[src/rtl/rb2tc_converter.sv]
module rb2tc_converter #(
  parameter int N       = 64,
  parameter int SEC     = 6,
  parameter bit OUT_REG = 1'b0
) (
  input  logic         clk,
  input  logic         rst_n,
  input  logic [N-1:0] dig_pos,
  input  logic [N-1:0] dig_neg,
  output logic [N-1:0] result
);
  localparam int NS = (N + SEC - 1) / SEC;

  function automatic int radix2_levels(input int ns);
    int span = 3;
    int cnt  = 0;
    while (span < ns) begin
      span = span * 2;
      cnt++;
    end
    return cnt;
  endfunction

  localparam int NR2 = radix2_levels(NS);
  localparam int NL  = 1 + NR2;

  logic [N-1:0]  g, p, h;
  logic [N-1:0]  sum0, sum1, comb_res;
  logic [NS-1:0] sec_g, sec_p, cin_sec;
  logic [NS-1:0] tg [NL+1];
  logic [NS-1:0] tp [NL+1];

  assign g = dig_pos;
  assign p = ~dig_neg;
  assign h = ~(dig_pos | dig_neg);

  always_comb begin
    sum0  = '0;
    sum1  = '0;
    sec_g = '0;
    sec_p = '0;
    for (int s = 0; s < NS; s++) begin
      logic c0, c1, pa;
      c0 = 1'b0;
      c1 = 1'b1;
      pa = 1'b1;
      for (int b = 0; b < SEC; b++) begin
        if (s * SEC + b < N) begin
          sum0[s*SEC+b] = h[s*SEC+b] ^ c0;
          sum1[s*SEC+b] = h[s*SEC+b] ^ c1;
          c0 = g[s*SEC+b] | (p[s*SEC+b] & c0);
          c1 = g[s*SEC+b] | (p[s*SEC+b] & c1);
          pa = pa & p[s*SEC+b];
        end
      end
      sec_g[s] = c0;
      sec_p[s] = pa;
    end
  end

  always_comb begin
    tg[0] = sec_g;
    tp[0] = sec_p;
    for (int i = 0; i < NS; i++) begin
      if (i >= 2) begin
        tg[1][i] = tg[0][i] | (tp[0][i] & tg[0][i-1]) | (tp[0][i] & tp[0][i-1] & tg[0][i-2]);
        tp[1][i] = tp[0][i] & tp[0][i-1] & tp[0][i-2];
      end else if (i == 1) begin
        tg[1][i] = tg[0][1] | (tp[0][1] & tg[0][0]);
        tp[1][i] = tp[0][1] & tp[0][0];
      end else begin
        tg[1][i] = tg[0][0];
        tp[1][i] = tp[0][0];
      end
    end
    for (int l = 0; l < NR2; l++) begin
      for (int i = 0; i < NS; i++) begin
        if (i >= (3 << l)) begin
          tg[l+2][i] = tg[l+1][i] | (tp[l+1][i] & tg[l+1][i-(3<<l)]);
          tp[l+2][i] = tp[l+1][i] & tp[l+1][i-(3<<l)];
        end else begin
          tg[l+2][i] = tg[l+1][i];
          tp[l+2][i] = tp[l+1][i];
        end
      end
    end
  end

  always_comb begin
    cin_sec[0] = 1'b1;
    for (int k = 1; k < NS; k++)
      cin_sec[k] = tg[NL][k-1] | tp[NL][k-1];
    for (int i = 0; i < N; i++)
      comb_res[i] = cin_sec[i/SEC] ? sum1[i] : sum0[i];
  end

  generate
    if (OUT_REG) begin : g_reg
      always_ff @(posedge clk or negedge rst_n)
        if (!rst_n) result <= '0;
        else        result <= comb_res;


      reg_latency_chk: assert property (@(posedge clk) disable iff (!rst_n)
        $past(rst_n) |-> result == $past(dig_pos - dig_neg));
    end else begin : g_comb
      assign result = comb_res;
    end
  endgenerate


  no_both_set_chk: assert property (@(posedge clk) disable iff (!rst_n)
    (dig_pos & dig_neg) == '0);


  value_match_chk: assert property (@(posedge clk) disable iff (!rst_n)
    comb_res == dig_pos - dig_neg);


  zero_in_chk: assert property (@(posedge clk) disable iff (!rst_n)
    (dig_pos | dig_neg) == '0 |-> comb_res == '0);

  generate
    for (genvar k = 1; k < NS; k++) begin : g_cchk

      boundary_carry_chk: assert property (@(posedge clk) disable iff (!rst_n)
        cin_sec[k] == (dig_pos[k*SEC-1:0] >= dig_neg[k*SEC-1:0]));
    end
  endgenerate
endmodule

[config.mk]
export PLATFORM = sky130hd
export DESIGN_NAME = rb2tc_converter
export DESIGN_NICKNAME = d
export VERILOG_FILES = /design/src/rtl/rb2tc_converter.sv
export SDC_FILE = /design/constraint.sdc
export NUM_CORES = 1
export LEC_CHECK = 0
export ABC_AREA = 1
export BUFFER_PORTS_ARGS = -buffer_cell sky130_fd_sc_hd__buf_2
export CAP_MARGIN = 20
export CORE_MARGIN = 10
export CORE_UTILIZATION = 47
export DETAILED_ROUTE_END_ITERATION = 16
export PLACE_DENSITY_LB_ADDON = 0.12
export SLEW_MARGIN = 20
export SYNTH_ARGS = -nofsm -noshare
export SYNTH_HDL_FRONTEND = slang
export SYNTH_SLANG_ARGS = --single-unit
export TNS_END_PERCENT = 5
[constraint.sdc]
create_clock -name vclk -period 6.1
set_input_delay 0.915 -clock vclk [all_inputs]
set_output_delay 0.915 -clock vclk [all_outputs]
set_load 0.02 [all_outputs]
# == After elaboration in Yosys (flattened, before gate mapping) ==
# Cells that the tools add are included.
# op_classes
muxes,58
bitwise_logic,458
# op_table
op,n
1-bit bitwise AND,200
1-bit bitwise OR,143
1-bit XOR,101
64-bit NOT,1
64-bit bitwise OR,1
63-bit NOT,1
1-bit two-way mux,58
1-bit NOT,11
# word_totals
input_bits,130
elab_cells,516
reg_bits,0
output_inout_bits,64

# == Longest topological paths before layout ==
# logic_depth
ltp_word,19
ltp_mapped,23
depth_no_buf,23

# == Worst setup path before layout ==
# No wires, ideal clock.
# synth_path
path_type,in2out
startpoint,input port dig_neg[25]
endpoint,output port result[57]
stages,10
arrival_ps,2635
path_buffers,0
required_time_ps,5185
slack_ps,2550
cell_sequence,nor4_1 nand2_1 nor2_1 nand3_1 nor3_1 nand2_1 nand3_2 nand2_1 nand2_1 xor2_1
# synth_via
elab_chain_cells,19
elab_cells_between_ends,30
classes_between,1 x mux; 29 x bitwise
# synth_lines
element,line,rtl
start: declaration,9,"input logic [N-1:0] dig_neg,"
63-bit NOT *,34,assign p = ~dig_neg;
1-bit bitwise AND,51,c0 = g[s*SEC+b] | (p[s*SEC+b] & c0);
1-bit bitwise OR,51,
1-bit bitwise AND,51,
1-bit bitwise OR,51,
1-bit bitwise AND,51,
1-bit bitwise OR,51,
1-bit bitwise AND,51,
1-bit bitwise OR,51,
1-bit bitwise AND,51,
1-bit bitwise OR,51,
1-bit bitwise AND,66,tg[1][i] = tg[0][i] | (tp[0][i] & tg[0][i-1]) | (tp[0][i] & tp[0][i-1] & tg[0][i-2]);
1-bit bitwise OR (2 in a row),66,
1-bit bitwise AND,79,tg[l+2][i] = tg[l+1][i] | (tp[l+1][i] & tg[l+1][i-(3<<l)]);
1-bit bitwise OR (2 in a row),79,
1-bit bitwise OR *,92,cin_sec[k] = tg[NL][k-1] | tp[NL][k-1];
1-bit two-way mux *,94,comb_res[i] = cin_sec[i/SEC] ? sum1[i] : sum0[i];
end: declaration,10,output logic [N-1:0] result
# Every way passes the cells marked *; elsewhere a longest branch is shown, timed or not.

# == Worst setup path after layout ==
# layout_path
startpoint,input port dig_neg[19]
endpoint,output port result[49]
# Same word-level chain as after synthesis.

==> metrics.md <==
| Metric | Value |
|---|---|
| Status | `finished, final reports clean` |
| Vias per cell | `4.69` |
| Final Hold Fails | `0` |
| Synth warn | `0` |
| Syn_area_per_cell | `4.90 sq um` |
| Flip-flop and latch count | `0` |
| Dominant cell type by area after synthesis | `nand2_1` |
| VDD IR-drop max | `49.9 uV` |
| Fmax | `252 MHz` |
| Pre-CTS setup slack | `2.14 ns` |
| GRT overflow | `0` |
| Max-cap viol count | `0` |
| Worst hold slack | `2.18 ns` |
| I/O pin cnt | `194` |
| Hold path depth | `3` |
| Pwr Density | `89.0 nW/um^2` |
| Post-Syn Area | `2640 sq um` |
| Initial Util | `48.2%` |
| Final worst slack | `2.13 ns` |
| Initial antenna violation count | `0` |
| GR Util All Layers | `17.8%` |
| Unrepaired setup endpoints after global routing | `false` |
| Area of the die | `9010 sq um` |
| Vias | `3770` |
| Final setup fails | `0` |
| Clkbuf count | `0` |
| # nets final | `863` |
| HP Class | `in -> out` |
| Tmin final | `3.97 ns` |
| Total wire length | `9200 microns` |
| CP endpoint kind | `output pin` |
| Area after DPL | `3690 sq um` |
| Slew Limit Fails | `0` |
| Worst Path Buf+Inv | `2` |
| Fin crit share | `65.0%` |
| Top post-synthesis cells by area | `nand2_1, inv_1, xor2_1, nor2_1, a21oi_1` |
| Fillers | `575` |
| Hold Path Sink | `result[0]` |
| Horiz. Die Dim | `94.9 microns` |
| Worst Path Required | `5.18 ns` |
| Finished Core Util | `67.4%` |
| First-pass GRT wire length | `14100 microns` |
| DR iter-0 viols | `105` |
| Detailed Routing Iterations Pass 1 | `4` |
| CP most frequent cell | `nand2_4` |
| # diodes | `0` |
| Area grow syn2layout | `39.8%` |
| Crit path DAT | `3.05 ns` |
| Crit path launch type | `input port` |
| Largest net degree at the start of global routing | `10` |
| Post-CTS Setup Bufs | `0` |
| DRT antenna net count | `0` |
| Yosys top cell area share | `23.7%` |
| Remaining DRCs | `0` |
| Cell count after synthesis | `539` |
| Sequential share of the synthesized area | `0%` |
| Fin Setup TNS | `0 ns` |
| Die extent in y | `94.9 microns` |
| Crit-path cells | `buf_2 > nor3_2 > nand3_1 > nor2_2 > nand3_1 > a21oi_2 > nor2_2 > nand3_4 > nand2_4 > nand2_4 > nand2_4 > nand2_4 > nand3_4 > nand2_4 > nand2_2 > nand2_1 > nand2_1 > nand2_1 > buf_2` |
| Crit path max-delay cell type | `nor3_2` |
| Worst slew margin | `66.1%` |
| Leakage | `2.41 nW` |
| Fraction of layout cells with a size suffix above 1 | `30.5%` |
| Top cell family by delay on the critical path | `simple AND/OR/NAND/NOR gates` |
| Dpl hpwl | `8430 microns` |
| Vias in the first global route | `3421` |
| Routability cong. | `0.875` |
| Kind of critical path | `in -> out` |
| Post-cts sizing count | `0` |
| Core ar. | `5470 sq um` |
| Synthesized net count | `669` |
| CP max FO | `9` |
| Slowest stage delay, CP | `0.23 ns` |
| Design Area, Final | `3690 sq um` |
| Multi-input logic area | `2150 sq um` |
| Routed len/inst | `11.5 microns` |
| Core Rows | `27` |
| Buffers added on ports | `192` |
| Cts hold-fix bufs | `0` |
| Register area | `0 sq um` |
| Slew of the pin with the lowest slew margin | `0.507 ns` |
| Synth cell types | `27` |
| Hold_sp | `dig_neg[0]` |
==> cell usage in the layout (no fill, tap or decap), types with 2 or more instances in the layout <==
master / instances
nor3_1: 3
nor2_2: 7
nand3_4: 2
a21oi_1: 26
nor3_2: 2
nand2_4: 5
nor2_1: 62
xor2_1: 51
nand4_1: 6
nand2_1: 167
nand2_2: 9
o21ai_0: 9
o21bai_1: 5
nand3b_1: 11
buf_2: 192
nor4_1: 3
a31oi_1: 11
xnor2_1: 5
inv_1: 130
nand3_1: 17
==> worst max-delay path by stage <==
| stage | start | to | cells after the start |
|---|---|---|---|
| 2_1_floorplan | dig_neg[25] | result[57] | 10 |
| 3_3_place_gp | dig_neg[19] | result[49] | 19 |
| 3_5_place_dp | dig_neg[19] | result[49] | 19 |
| 4_1_cts | dig_neg[19] | result[49] | 19 |
| 5_1_grt | dig_neg[19] | result[51] | 19 |
| 6_report | dig_neg[19] | result[49] | 19 |
==> cell families after synthesis <==
| logic type | synth area share [%] |
|---|---|
| XOR/XNOR | 18.6 |
| buffers and inverters | 18.6 |
| AND/OR/NAND/NOR | 51.1 |
| AO/OA/AOI/OAI | 11.7 |
==> layout make-up <==
| type | instances | area share (%) |
|---|---|---|
| inverter | 131 | 13.3 |
| multi-input combinational | 408 | 58.2 |
| timing repair buffer | 192 | 26.0 |
| tap | 72 | 2.44 |
==> power breakdown <==
| group | switching [mW] | internal, mW |
|---|---|---|
| sequential | 0 | 0 |
| clock | 0 | 0 |
| combinational | 0.206 | 0.122 |
==> metal layers <==
metal	share of wire [%]	global-route usage, %	vias up
met5	0	0	-
met1	39	18.9	1629
met2	50	35.0	129
met3	10	5.15	6
met4	0.67	1.25	0
li1	-	-	2006
==> cell usage after synthesis (all sizes together) <==
cell / number
a211o: 1
a21oi: 27
a31oi: 11
a41oi: 1
inv: 131
nand2: 181
nand3: 20
nand3b: 11
nand4: 6
nor2: 70
nor3: 5
nor4: 4
o21ai: 9
o21bai: 5
or2: 1
xnor2: 5
xor2: 51
==> metrics by stage <==
step	cells	power, mW
2_1_floorplan	539	0.205
3_3_place_gp	803	0.323
3_5_place_dp	803	0.330
4_1_cts	803	0.331
5_1_grt	803	0.363
6_report	803	0.329
No activity file was read; power rests on OpenSTA's default activity.
